## src/rtl/wake_pkg.sv

```systemverilog
package wake_pkg;
  typedef enum logic {
    SRC_CYCLIC = 1'b0,
    SRC_CONT   = 1'b1
  } samp_src_e;
endpackage

```

## src/rtl/wake_sync.sv

```systemverilog
module wake_sync #(
  parameter int STAGES = 2
) (
  input  logic clk_i,
  input  logic rst_ni,
  input  logic d_i,
  output logic q_o
);
  logic [STAGES-1:0] sr_q;

  generate
    for (genvar g = 0; g < STAGES; g++) begin : g_stage
      if (g == 0) begin : g_first
        always_ff @(posedge clk_i or negedge rst_ni)
          if (!rst_ni) sr_q[g] <= 1'b1;
          else         sr_q[g] <= d_i;
      end else begin : g_next
        always_ff @(posedge clk_i or negedge rst_ni)
          if (!rst_ni) sr_q[g] <= 1'b1;
          else         sr_q[g] <= sr_q[g-1];
      end
    end
  endgenerate

  assign q_o = sr_q[STAGES-1];
endmodule

```

## src/rtl/wake_tick_gen.sv

```systemverilog
module wake_tick_gen #(
  parameter int TICK_DIV = 16
) (
  input  logic clk_i,
  input  logic rst_ni,
  output logic tick_o
);
  localparam int CW = (TICK_DIV > 1) ? $clog2(TICK_DIV) : 1;
  localparam logic [CW-1:0] LAST = CW'(TICK_DIV - 1);

  logic [CW-1:0] cnt_q;

  always_ff @(posedge clk_i or negedge rst_ni)
    if (!rst_ni)            cnt_q <= '0;
    else if (cnt_q == LAST) cnt_q <= '0;
    else                    cnt_q <= cnt_q + 1'b1;

  assign tick_o = (cnt_q == LAST);

  p_tick_spacing_r2: assert property (@(posedge clk_i) disable iff (!rst_ni)
    tick_o |=> !tick_o || (TICK_DIV == 1));
endmodule

```

## src/rtl/wake_cycle_timer.sv

```systemverilog
module wake_cycle_timer #(
  parameter int SHORT_PERIOD = 1600,
  parameter int ON_LEN       = 16,
  parameter int SETTLE       = 6
) (
  input  logic clk_i,
  input  logic rst_ni,
  input  logic long_i,
  output logic win_o,
  output logic settle_o
);
  localparam int LONG_PERIOD = 2 * SHORT_PERIOD;
  localparam int CW = $clog2(LONG_PERIOD);
  localparam logic [CW-1:0] SHORT_LAST = CW'(SHORT_PERIOD - 1);
  localparam logic [CW-1:0] LONG_LAST  = CW'(LONG_PERIOD - 1);

  logic [CW-1:0] cnt_q;
  logic [CW-1:0] last;

  assign last = long_i ? LONG_LAST : SHORT_LAST;

  always_ff @(posedge clk_i or negedge rst_ni)
    if (!rst_ni)            cnt_q <= '0;
    else if (cnt_q >= last) cnt_q <= '0;
    else                    cnt_q <= cnt_q + 1'b1;

  assign win_o    = (cnt_q < CW'(ON_LEN));
  assign settle_o = (cnt_q == CW'(SETTLE));

  p_settle_in_window_r3: assert property (@(posedge clk_i) disable iff (!rst_ni)
    settle_o |-> win_o);
  p_settle_once_r3: assert property (@(posedge clk_i) disable iff (!rst_ni)
    settle_o |=> !settle_o);
endmodule

```

## src/rtl/wake_edge_sampler.sv

```systemverilog
module wake_edge_sampler
  import wake_pkg::*;
#(
  parameter int TICK_DIV     = 16,
  parameter int SHORT_PERIOD = 1600,
  parameter int ON_LEN       = 16,
  parameter int SETTLE       = 6,
  parameter int SYNC_STAGES  = 2
) (
  input  logic clk_i,
  input  logic rst_ni,
  input  logic wake_ni,
  input  logic cont_mode_i,
  input  logic wake_en_i,
  input  logic long_period_i,
  input  logic supply_hold_i,
  input  logic stat_rd_i,
  output logic sup_en_o,
  output logic edge_flag_o,
  output logic level_o,
  output logic wake_evt_o
);
  samp_src_e src;
  logic      pin_s, tick, win, settle, strobe;
  logic      held_q, evt_q, flag_q, edge_det;

  wake_sync #(.STAGES(SYNC_STAGES)) u_sync (
    .clk_i (clk_i),
    .rst_ni(rst_ni),
    .d_i   (wake_ni),
    .q_o   (pin_s)
  );

  wake_tick_gen #(.TICK_DIV(TICK_DIV)) u_tick (
    .clk_i (clk_i),
    .rst_ni(rst_ni),
    .tick_o(tick)
  );

  wake_cycle_timer #(
    .SHORT_PERIOD(SHORT_PERIOD),
    .ON_LEN      (ON_LEN),
    .SETTLE      (SETTLE)
  ) u_timer (
    .clk_i   (clk_i),
    .rst_ni  (rst_ni),
    .long_i  (long_period_i),
    .win_o   (win),
    .settle_o(settle)
  );

  // held-on supply overrides the mode bit
  assign src    = (cont_mode_i || supply_hold_i) ? SRC_CONT : SRC_CYCLIC;
  assign strobe = (src == SRC_CONT) ? tick : settle;

  assign edge_det = wake_en_i && strobe && held_q && !pin_s;

  always_ff @(posedge clk_i or negedge rst_ni)
    if (!rst_ni)        held_q <= 1'b1;
    else if (!wake_en_i) held_q <= pin_s;
    else if (strobe)    held_q <= pin_s;

  always_ff @(posedge clk_i or negedge rst_ni)
    if (!rst_ni) begin
      evt_q  <= 1'b0;
      flag_q <= 1'b0;
    end else begin
      evt_q <= edge_det;
      if (edge_det)       flag_q <= 1'b1;
      else if (stat_rd_i) flag_q <= 1'b0;
    end

  assign sup_en_o    = supply_hold_i || win;
  assign edge_flag_o = flag_q;
  assign level_o     = held_q;
  assign wake_evt_o  = evt_q;

  p_evt_pulse_r9: assert property (@(posedge clk_i) disable iff (!rst_ni)
    wake_evt_o |=> !wake_evt_o);
  p_evt_sets_flag_r9: assert property (@(posedge clk_i) disable iff (!rst_ni)
    wake_evt_o |-> edge_flag_o);
  p_flag_sticky_r8: assert property (@(posedge clk_i) disable iff (!rst_ni)
    (edge_flag_o && !stat_rd_i) |=> edge_flag_o);
  p_no_evt_disabled_r7: assert property (@(posedge clk_i) disable iff (!rst_ni)
    (!$past(wake_en_i)) |-> !wake_evt_o);
  p_hold_supply_r5: assert property (@(posedge clk_i) disable iff (!rst_ni)
    supply_hold_i |-> sup_en_o);
  p_evt_low_level_r6: assert property (@(posedge clk_i) disable iff (!rst_ni)
    wake_evt_o |-> !level_o);
endmodule

```

## config.mk

```make
export PLATFORM = sky130hd
export DESIGN_NAME = wake_edge_sampler
export DESIGN_NICKNAME = d
export VERILOG_FILES = /design/src/rtl/wake_pkg.sv /design/src/rtl/wake_sync.sv /design/src/rtl/wake_tick_gen.sv /design/src/rtl/wake_cycle_timer.sv /design/src/rtl/wake_edge_sampler.sv
export SDC_FILE = /design/constraint.sdc
export NUM_CORES = 1
export LEC_CHECK = 0
export BUFFER_PORTS_ARGS = -buffer_cell sky130_fd_sc_hd__buf_2
export CAP_MARGIN = 30
export CORE_ASPECT_RATIO = 1.1
export CORE_MARGIN = 10
export CORE_UTILIZATION = 50
export CTS_CLUSTER_DIAMETER = 150
export DETAILED_ROUTE_END_ITERATION = 8
export PLACE_DENSITY_LB_ADDON = 0.08
export SLEW_MARGIN = 20
export SYNTH_ARGS = -nofsm -noshare
export SYNTH_HDL_FRONTEND = slang
export SYNTH_SLANG_ARGS = --single-unit
```

## constraint.sdc

```tcl
create_clock -name clk_i -period 1.8 [get_ports clk_i]
set_input_delay 0.27 -clock clk_i [delete_from_list [all_inputs] [get_ports clk_i]]
set_output_delay 0.27 -clock clk_i [all_outputs]
set_load 0.02 [all_outputs]
```

Word level (Yosys, flattened, before mapping)
Index checks and enable logic that the tools add are counted.
- register bits after elaboration: 21
- output and inout port bits: 4
- equal/unequal tests: 3
- add/subtract/negate cells: 2
- reductions and logical operators: 7
- $lt $le $gt $ge: 2
- mux-type cells: 9
- operator list (kind ; count):
    two-way mux 12 bit ; 2
    adder 12 x 1 -> 12 bit, second input constant ; 1
    == test 12 x 3 -> 1 bit, second input constant ; 1
    greater-or-equal comparator 12 bit ; 1
    < comparator 12 x 5 -> 1 bit, second input constant ; 1
    two-way mux 1 bit ; 6
    adder 4 x 1 -> 4 bit, second input constant ; 1
    == test 4 bit, second input constant ; 1
    two-way mux 4 bit ; 1
    logical AND 1 bit ; 3
    logical OR 1 bit ; 2
    inequality test 2 x 1 -> 1 bit, second input constant ; 1
    nonzero test 2 bit ; 1
    zero test 1 bit ; 1

Longest topological paths before layout
Gate-level depths: netlist of the first run.
- word-level depth: 7
- gate-level depth with buffers: 7
- depth with buffers taken out: 6

Modules after synthesis
Synthesis of the first run repeated with hierarchy kept, for this count alone.
- cells, all modules: 97
- area total of the unflattened synthesis: 1109.8 um2
- by module, submodules not included (module ; cells each ; sequential area each (um2) ; area an instance (um2) ; instances):
    wake_cycle_timer ; 69 ; 300.3 ; 740.7 ; 1
    wake_tick_gen ; 13 ; 100.1 ; 168.9 ; 1
    wake_edge_sampler ; 13 ; 76.3 ; 147.6 ; 1
    wake_sync ; 2 ; 52.6 ; 52.6 ; 1

Least setup slack after synthesis of the first run
OpenSTA, ideal clock, no wires.
- path type: register to register
- start: reg u_timer.cnt_q[11]
- end: reg u_timer.cnt_q[7]
- slack: 363 ps
- data arrival time: 1318 ps
- stages on the path, launching flop included: 7
- data required time: 1681 ps
- path through: dfrtp_1 ha_1 nand3_1 o21ai_0 o21bai_1 buf_4 nor2_1
- word-level cells in the longest chain between the ends: 2
- RTL lines (element ; RTL line ; source):
    from (decl) ; wake_cycle_timer.sv:17 ; logic [CW-1:0] cnt_q;
    from (signal assigned) ; wake_cycle_timer.sv:25 ; else cnt_q <= cnt_q + 1'b1;
    greater-or-equal comparator 12 bit ; wake_cycle_timer.sv:24 ; else if (cnt_q >= last) cnt_q <= '0;
    two-way mux 12 bit ; wake_cycle_timer.sv:24 ;
No other way between the ends.
A chain may end at the register's enable or synchronous reset.

Final worst setup path of the first run
- start: reg u_timer.cnt_q[6]
- end: out sup_en_o
- word-level cells in the longest chain between the ends: 2
- RTL lines (element ; RTL line ; source):
    < comparator 12 x 5 -> 1 bit ; wake_cycle_timer.sv:27 ; assign win_o = (cnt_q < CW'(ON_LEN));
    logical OR 1 bit ; wake_edge_sampler.sv:73 ; assign sup_en_o = supply_hold_i || win;
    to (decl) ; wake_edge_sampler.sv:18 ; output logic sup_en_o,
No other way between the ends.

==> impl_metrics.json, run 1 <==
{
  "status": "finished clean",
  "port_buffers": 11,
  "fin_skew_ns": 0.00154,
  "instances_no_fill": 138,
  "rr_worst_depth": 6,
  "rsz0062_at_grt": "no",
  "cp.depth": 3,
  "cp_cell_sequence": "nor4_2 > a21o_2 > buf_2",
  "die_area_um2": 4250,
  "drive_above_1_share": 0.218,
  "synth_ff_type": "dfrtp_1",
  "cts_buffers": 3,
  "min_period_ns": 1.70,
  "tightest_slew_ns": 0.455,
  "ctsResizeCount": 0,
  "vdd_drop_max_uv": 622,
  "startpoint": "u_timer.cnt_q[6]",
  "cp-end-kind": "primary output",
  "synth_most_common_cell": "dfrtp_1",
  "synthCells": 94,
  "postCtsSetupBuffers": 0,
  "crit_type": "reg2out",
  "grt_pass1_vias": 765,
  "grt_max_degree": 22,
  "leakagePower_nw": 0.536,
  "drc": 0,
  "fmax_ghz": 0.588,
  "grt_pass1_wl_mm": 3.25,
  "grt.total_usage": 0.0943,
  "hpwl_mm": 1.38,
  "crit_end": "sup_en_o",
  "yosys-top-cells-area": "dfrtp_1 44%, dfstp_2 7.7%, ha_1 7.4%",
  "vias": 721,
  "hold_buffers": 1,
  "finalInstanceArea_um2": 1150,
  "synth_area_leader_cell": "dfrtp_1",
  "slowest_delay_ns": 0.48,
  "ys_ff_latch": 21,
  "gp_congestion": 0.728,
  "htree_levels": 1,
  "fin_crit_sh": 0.945,
  "cts_max_path_buffers": 2,
  "hp-class": "in2reg",
  "r2r_slack_ns": 0.20,
  "yosys_warnings": 0,
  "synth_edf_count": 0,
  "hold_viol_final": 0,
  "drtIter0Drc": 10,
  "r2r-start": "u_timer.cnt_q[11]",
  "dr.pass1.iters": 4,
  "yosysSeqAreaShare": 0.519,
  "async_reset_ff_frac": 1.00,
  "slew_headroom": 0.697,
  "r2r_end": "u_timer.cnt_q[3]",
  "syn_nets": 108,
  "synth_cell_type_count": 26,
  "path_clk_slew_ns": 0.11,
  "rows": 17,
  "synth_commonest_cells": "18 x dfrtp_1, 13 x nor2_1, 7 x nand3_1, 7 x xor2_1",
  "ant_nets": 0,
  "synth_top_area_frac": 0.442,
  "start_util": 0.515,
  "antenna_found_initial": 0,
  "die_h_um": 67.4,
  "finalSetupTns_ns": 0,
  "cpLargestDelayFamily": "flip-flops",
  "crit_buf_inv": 1,
  "p_per_area_nw_per_um2": 642,
  "syn_avg_cell_area_um2": 10.8,
  "hp-start": "wake_ni",
  "antenna_cells": 0,
  "io_pins": 12,
  "clockRootBuffer": "clkbuf_4",
  "routed_wl_mm": 1.83,
  "cp.required_ns": 1.53,
  "place_area_um2": 1110,
  "maxCapViolations": 0,
  "clock_sinks": 21,
  "crit_fanout": 6,
  "wl_per_cell_um": 13.3,
  "cp-start-kind": "flip-flop",
  "clock_latency_ns": 0.29,
  "syn_to_final_growth_pct": 12.6,
  "setup_viol": 0,
  "maxSlewViolCount": 0,
  "overflow": 0,
  "syn_area_um2": 1020,
  "die_w_um": 63.1,
  "vias_per_cell": 5.22,
  "fin_nets": 125,
  "cts_tree": "yes",
  "core_um2": 1980,
  "post-place-cells": 133,
  "worst-endpoint-arrival_ns": 1.43,
  "cpMaxStageDelayCell": "dfrtp_1"
}
## where the power goes
part / switching (mW) / internal, mW
sequential: 0.00277 / 0.480
combinational: 0.0229 / 0.0146
clock: 0.131 / 0.0862
## registers in the layout (all words and copies together), names as in the netlist
name,flops
u_sync.sr_q,1
u_sync.q_o,1
wake_evt_o,1
u_tick.cnt_q,4
u_timer.cnt_q,12
edge_flag_o,1
level_o,1
## per-layer routing
layer  track usage  vias to the layer above  share of wire
li1              -                      362              -
met1         0.110                      342           0.46
met2         0.156                       15           0.47
met3        0.0364                        2          0.053
met4        0.0335                        0         0.0093
met5             0                        -              0
## cell type report
cell class,instances,area [um2]
flip-flops and latches,21,529
repair buffers,14,80.1
well taps,28,35.0
multi-input cells,67,463
clock buffers,4,26.3
inverters,4,15.0
fillers,178,830
## worst min path at each step
stage / cells after the start / slack, ns / to
floorplan: 0 / -0.03 / edge_flag_o
global placement: 1 / 0.25 / u_timer.cnt_q[6]
detailed placement: 1 / 0.25 / u_timer.cnt_q[5]
CTS: 1 / 0.06 / u_sync.sr_q[0]
global route: 1 / 0.04 / u_sync.sr_q[0]
finish: 1 / 0.06 / u_sync.sr_q[0]
## layout by cell type (no fill, tap or decap), types with 2 or more instances in the layout
cell type  count
clkbuf_4       3
and3_1         2
nand2_1        3
xnor2_1        4
nor2_1        13
a31oi_1        2
xor2_1         7
nor4_2         2
inv_1          4
o21ai_0        3
buf_4          2
nand3_1        7
ha_1           6
dfrtp_1       18
dfstp_2        3
nand4_1        6
buf_2         11
nor3_1         3
## kinds of logic (layout without fill, tap and decap cells)
logic type / Yosys count / in the layout / share of synthesized area
fa+ha+maj: 6 / 6 / 0.0736
mux: 1 / 1 / 0.0110
simple gates: 38 / 38 / 0.199
compound gates: 11 / 11 / 0.0761
buf+inv: 6 / 22 / 0.0270
flops: 21 / 21 / 0.519
xor+xnor: 11 / 11 / 0.0945
## metrics by stage
| stage | hold WS (ns) | util | worst slack [ns] | power, mW |
|---|---|---|---|---|
| after global placement | 0.247 | 0.562 | 0.237 | 0.528 |
| after global routing | 0.0402 | 0.581 | 0.0000822 | 0.769 |
| after floorplan | -0.0256 | - | 0.363 | 0.505 |
| final | 0.0580 | 0.581 | 0.0991 | 0.738 |
| after detailed placement | 0.251 | 0.562 | 0.198 | 0.529 |
| after CTS | 0.0552 | 0.581 | 0.0843 | 0.747 |
No activity file was read; power rests on OpenSTA's default activity.
==> inputs of run 2 (changes only) <==
--- a/config.mk
+++ b/config.mk
@@ -13,7 +13,9 @@
 export CTS_CLUSTER_DIAMETER = 150
 export DETAILED_ROUTE_END_ITERATION = 8
 export PLACE_DENSITY_LB_ADDON = 0.08
+export RECOVER_POWER = 100
 export SLEW_MARGIN = 20
 export SYNTH_ARGS = -nofsm -noshare
 export SYNTH_HDL_FRONTEND = slang
 export SYNTH_SLANG_ARGS = --single-unit
+export TNS_END_PERCENT = 50
==> impl_metrics.json, run 2 (synthesis gave the netlist of run 1 again) <==
{
  "status": "finished clean",
  "drive_above_1_share": 0.173,
  "crit_type": "reg2out",
  "cp.required_ns": 1.53,
  "maxSlewViolCount": 0,
  "clock_latency_ns": 0.29,
  "grt.total_usage": 0.0943,
  "cts_tree": "yes",
  "ctsResizeCount": 0,
  "fin_skew_ns": 0.00234,
  "grt_max_degree": 22,
  "crit_fanout": 6,
  "hold_depth": 1,
  "start_util": 0.515,
  "fin_nets": 125,
  "cpLargestDelayFamily": "flip-flops",
  "vias_per_cell": 5.25,
  "hpwl_mm": 1.38,
  "routed_wl_mm": 1.84,
  "cpMaxStageDelayCell": "dfrtp_1",
  "port_buffers": 11,
  "multi_input_area_um2": 458,
  "die_w_um": 63.1,
  "slowest_delay_ns": 0.48,
  "leakagePower_nw": 0.521,
  "clock_sinks": 21,
  "htree_levels": 1,
  "cp-start-kind": "flip-flop",
  "core_um2": 1980,
  "largest_reg_flops": 12,
  "vias": 724,
  "rows": 17,
  "cp.depth": 3,
  "worst_slack_ns": 0.0991,
  "path_clk_slew_ns": 0.11,
  "drc": 0,
  "layout_commonest_cell": "dfrtp_1",
  "min_period_ns": 1.70,
  "tightest_slew_ns": 1.09,
  "cp-end-kind": "primary output",
  "antenna_cells": 0,
  "crit_buf_inv": 1,
  "fin_crit_sh": 0.945,
  "vdd_drop_max_uv": 624,
  "postCtsSetupBuffers": 0,
  "wl_per_cell_um": 13.4,
  "grt_pass1_vias": 765,
  "cts_buffers": 3,
  "largest_register": "u_timer.cnt_q",
  "hold_viol_final": 0,
  "clockRootBuffer": "clkbuf_4",
  "dr.pass1.iters": 4,
  "maxCapViolations": 0,
  "overflow": 0,
  "r2r_slack_ns": 0.20,
  "worst-endpoint-arrival_ns": 1.43,
  "rr_worst_depth": 6,
  "gp_congestion": 0.728,
  "slew_headroom": 0.271,
  "cp_cell_sequence": "nor4_2 > a21o_2 > buf_2",
  "fillers": 179,
  "fmax_ghz": 0.588,
  "drtIter0Drc": 15,
  "die_area_um2": 4250,
  "finalSetupTns_ns": 0,
  "seqCellArea_um2": 529,
  "setup_viol": 0,
  "final_cell_mix": "18 x dfrtp_1, 13 x nor2_1, 7 x nand3_1, 7 x xor2_1, 7 x buf_2",
  "p_per_area_nw_per_um2": 647,
  "grt_pass1_wl_mm": 3.25,
  "hp-class": "in2reg",
  "largestRegisters": "u_timer.cnt_q (12), u_tick.cnt_q (4)",
  "io_pins": 12,
  "cts_max_path_buffers": 2,
  "antenna_found_initial": 0,
  "syn_to_final_growth_pct": 11.7,
  "final_util": 0.576,
  "ant_nets": 0,
  "pre_cts_slack_ns": 0.198,
  "rsz0062_at_grt": "no",
  "die_h_um": 67.4
}
-- run 2: worst paths after layout --
path                                        start                to
min in group asynchronous                  rst_ni  u_timer.cnt_q[5]
worst min register to register     u_sync.sr_q[0]        u_sync.q_o
worst min-delay path                      wake_ni    u_sync.sr_q[0]
worst max register to register  u_timer.cnt_q[11]  u_timer.cnt_q[3]
max in group asynchronous                  rst_ni  u_timer.cnt_q[2]
worst max-delay path             u_timer.cnt_q[6]          sup_en_o
-- run 2: report_power, final --
group | internal [mW] | total [mW] | leakage (nW) | switching, mW
logic | 0.0136 | 0.0363 | 0.237 | 0.0227
clock network | 0.0862 | 0.218 | 0.0150 | 0.132
registers | 0.480 | 0.483 | 0.269 | 0.00271
total | 0.580 | 0.737 | 0.521 | 0.157
-- run 2: through the flow --
step	instances	hold WS (ns)	power, mW	area, um2
4_1_cts	138	0.0552	0.747	1150
3_5_place_dp	133	0.251	0.529	1110
3_3_place_gp	133	0.247	0.528	1110
5_1_grt	138	0.0402	0.768	1140
6_report	138	0.0569	0.737	1140
2_1_floorplan	94	-0.0256	0.505	1020
-- run 2: routing by layer --
metal | vias up | global-route usage | routed length, um
li1 | 362 | - | -
met1 | 347 | 0.110 | 851
met2 | 13 | 0.156 | 878
met3 | 2 | 0.0364 | 96
met4 | 0 | 0.0335 | 17
met5 | - | 0 | 0
-- run 2: layout make-up --
cell class,count,share of cell area
Timing Repair Buffer,14,0.0659
Inverter,4,0.0132
Tap cell,28,0.0308
Multi-Input combinational cell,67,0.402
Sequential cell,21,0.465
Clock buffer,4,0.0231
-- run 2: timing repair --
| action | CTS | global route |
|---|---|---|
| hold buffers | 1 | 0 |
| setup endpoints to repair | 0 | 0 |
| hold endpoints to repair | 18 | 0 |
==> inputs of run 3 (changes only) <==
--- a/config.mk
+++ b/config.mk
@@ -5,6 +5,7 @@
 export SDC_FILE = /design/constraint.sdc
 export NUM_CORES = 1
 export LEC_CHECK = 0
+export ABC_AREA = 1
 export BUFFER_PORTS_ARGS = -buffer_cell sky130_fd_sc_hd__buf_2
 export CAP_MARGIN = 30
 export CORE_ASPECT_RATIO = 1.1
==> impl_metrics.json, run 3 <==
{
  "die_w_um": 64.6,
  "whs_endpoint": "u_sync.sr_q[0]",
  "yosys-top-cells-area": "dfrtp_1 41%, nand2_1 9.9%, nor2_1 8.2%",
  "yosys_warnings": 0,
  "cts_max_path_buffers": 2,
  "synth_cell_type_count": 21,
  "io_pins": 12,
  "final_cell_mix": "29 x nand2_1, 24 x nor2_1, 18 x inv_1, 18 x dfrtp_1, 9 x nand3_1",
  "min_period_ns": 1.63,
  "drc": 0,
  "leakagePower_nw": 0.604,
  "syn_avg_cell_area_um2": 8.36,
  "syn_nets": 145,
  "path_common_cell": "nor2_1",
  "core_um2": 2040,
  "drtIter0Drc": 32,
  "synthXorXnorAreaFrac": 0.0560,
  "synthCells": 131,
  "hold_buffers": 1,
  "synth_commonest_cells": "29 x nand2_1, 24 x nor2_1, 18 x dfrtp_1, 18 x inv_1, 9 x nand3_1",
  "port_buffers": 11,
  "post-place-cells": 170,
  "final_util": 0.591,
  "maxCapViolations": 0,
  "synthAdderAreaFrac": 0.0686,
  "worst_slack_ns": 0.173,
  "ant_nets": 0,
  "crit_buf_inv": 1,
  "hp-class": "in2reg",
  "hold_depth": 1,
  "vias": 808,
  "routed_wl_mm": 1.86,
  "slowest_delay_ns": 0.46,
  "vdd_drop_max_uv": 397,
  "synth_ff_type": "dfrtp_1",
  "dr.pass1.iters": 4,
  "layout_commonest_cell": "nand2_1",
  "cp.required_ns": 1.53,
  "fmax_ghz": 0.615,
  "grt_pass1_vias": 771,
  "synth_most_common_cell": "nand2_1",
  "fillers": 207,
  "cp-end-kind": "primary output",
  "rsz0062_at_grt": "no",
  "synth_edf_count": 0,
  "maxSlewViolCount": 0,
  "antenna_cells": 0,
  "status": "finished clean",
  "largest_register": "u_timer.cnt_q",
  "gp_congestion": 0.760,
  "antenna_found_initial": 0,
  "grt_pass1_wl_mm": 3.28,
  "syn_to_final_growth_pct": 10.3,
  "start_util": 0.536,
  "die_h_um": 69.1,
  "vias_per_cell": 4.62,
  "die_area_um2": 4460,
  "cp_cell_sequence": "nor2_1 > nand2_1 > nor2_1 > or2_2 > clkbuf_2",
  "fin_nets": 162,
  "synthMuxAreaShare": 0,
  "rows": 17,
  "cts_buffers": 3,
  "crit_type": "reg2out",
  "cp-start-kind": "flip-flop",
  "cpLargestDelayFamily": "flip-flops",
  "yosysSeqAreaShare": 0.483,
  "seqCellArea_um2": 529,
  "fin_crit_sh": 0.904,
  "cpMaxStageDelayCell": "dfrtp_1",
  "yosys.area_share.simple": 0.287,
  "setup_viol": 0,
  "clock_latency_ns": 0.30,
  "crit_fanout": 5,
  "pre_cts_slack_ns": 0.342,
  "synth_top_family_by_area": "simple AND/OR/NAND/NOR gates",
  "synth_compound_area_frac": 0.0331,
  "htree_levels": 1,
  "finalSetupTns_ns": 0,
  "top_usage_layer": "met2",
  "cts_tree": "yes",
  "r2r_slack_ns": 0.21,
  "instances_no_fill": 175,
  "fin_skew_ns": 0.00254,
  "r2r_end": "u_timer.cnt_q[11]",
  "postCtsSetupBuffers": 0,
  "hp-start": "wake_ni",
  "hpwl_mm": 1.43,
  "slew_headroom": 0.271,
  "wl_per_cell_um": 10.7,
  "drive_above_1_share": 0.156,
  "met1_usage": 0.106,
  "path_clk_slew_ns": 0.11,
  "synth_area_leader_cell": "dfrtp_1",
  "rr_worst_depth": 7,
  "async_reset_ff_frac": 1.00,
  "grt_max_degree": 22,
  "clockRootBuffer": "clkbuf_4",
  "met2_usage": 0.143,
  "synth_top_area_frac": 0.411,
  "largestRegisters": "u_timer.cnt_q (12), u_tick.cnt_q (4)",
  "largest_reg_flops": 12,
  "ctsResizeCount": 0,
  "met3_usage": 0.0290,
  "p_per_area_nw_per_um2": 613,
  "syn_area_um2": 1090,
  "grt.total_usage": 0.0901,
  "r2r-start": "u_timer.cnt_q[9]",
  "clock_sinks": 21,
  "worst-endpoint-arrival_ns": 1.36,
  "multi_input_area_um2": 483,
  "hold_viol_final": 0,
  "tightest_slew_ns": 1.09,
  "ys_ff_latch": 21,
  "overflow": 0
}
## run 3: worst register-to-register path: stages, from the launching register on
cell and delay, ns:
dfrtp_1 0.45, ha_1 0.30, inv_1 0.04, nor2_1 0.12
nand3_1 0.07, o21ai_0 0.14, clkbuf_2 0.28, nor2_1 0.08
## run 3: final cells by class
cell class | instances | share of cell area
Sequential cell | 21 | 0.438
Multi-Input combinational cell | 91 | 0.400
Inverter | 18 | 0.0560
Timing Repair Buffer | 13 | 0.0539
Tap cell | 28 | 0.0290
Clock buffer | 3 | 0.0187
Clock inverter | 1 | 0.00415
## run 3: how the worst max path moves through the flow
stage                      start           endpoint  slack (ns)  cells after the start
4_1_cts         u_timer.cnt_q[5]           sup_en_o        0.15                      5
3_3_place_gp    u_timer.cnt_q[9]  u_timer.cnt_q[11]        0.38                      7
5_1_grt        u_timer.cnt_q[11]   u_timer.cnt_q[0]        0.02                      7
6_report        u_timer.cnt_q[4]           sup_en_o        0.17                      5
2_1_floorplan  u_timer.cnt_q[11]   u_timer.cnt_q[2]        0.43                      7
3_5_place_dp       long_period_i  u_timer.cnt_q[11]        0.34                      9
## run 3: cells by family (layout without fill, tap and decap cells)
logic type,after synthesis,in the layout
AO/OA/AOI/OAI,6,6
flip-flops,21,21
XOR/XNOR,7,7
AND/OR/NAND/NOR,72,72
buffers and inverters,19,35
adder cells (fa/ha/maj),6,6
## run 3: power by group
group	switching, mW	internal, mW	total (mW)
Sequential	0.00281	0.480	0.482
Combinational	0.0221	0.0129	0.0349
Clock	0.140	0.0829	0.223
Total	0.165	0.575	0.741
## run 3: per-layer routing
layer	routed length [um]	share of wire	vias to the layer above
li1	-	-	434
met1	898	0.48	362
met2	867	0.47	8
met3	67	0.036	4
met4	30	0.016	0
met5	0	0	-
## run 3: metrics by stage
stage / hold slack, ns / instance area (um2) / power (mW)
floorplan: -0.0256 / 1090 / 0.504
global placement: 0.249 / 1180 / 0.526
detailed placement: 0.251 / 1180 / 0.527
CTS: 0.0368 / 1220 / 0.756
global route: 0.0210 / 1210 / 0.780
finish: 0.0503 / 1210 / 0.741
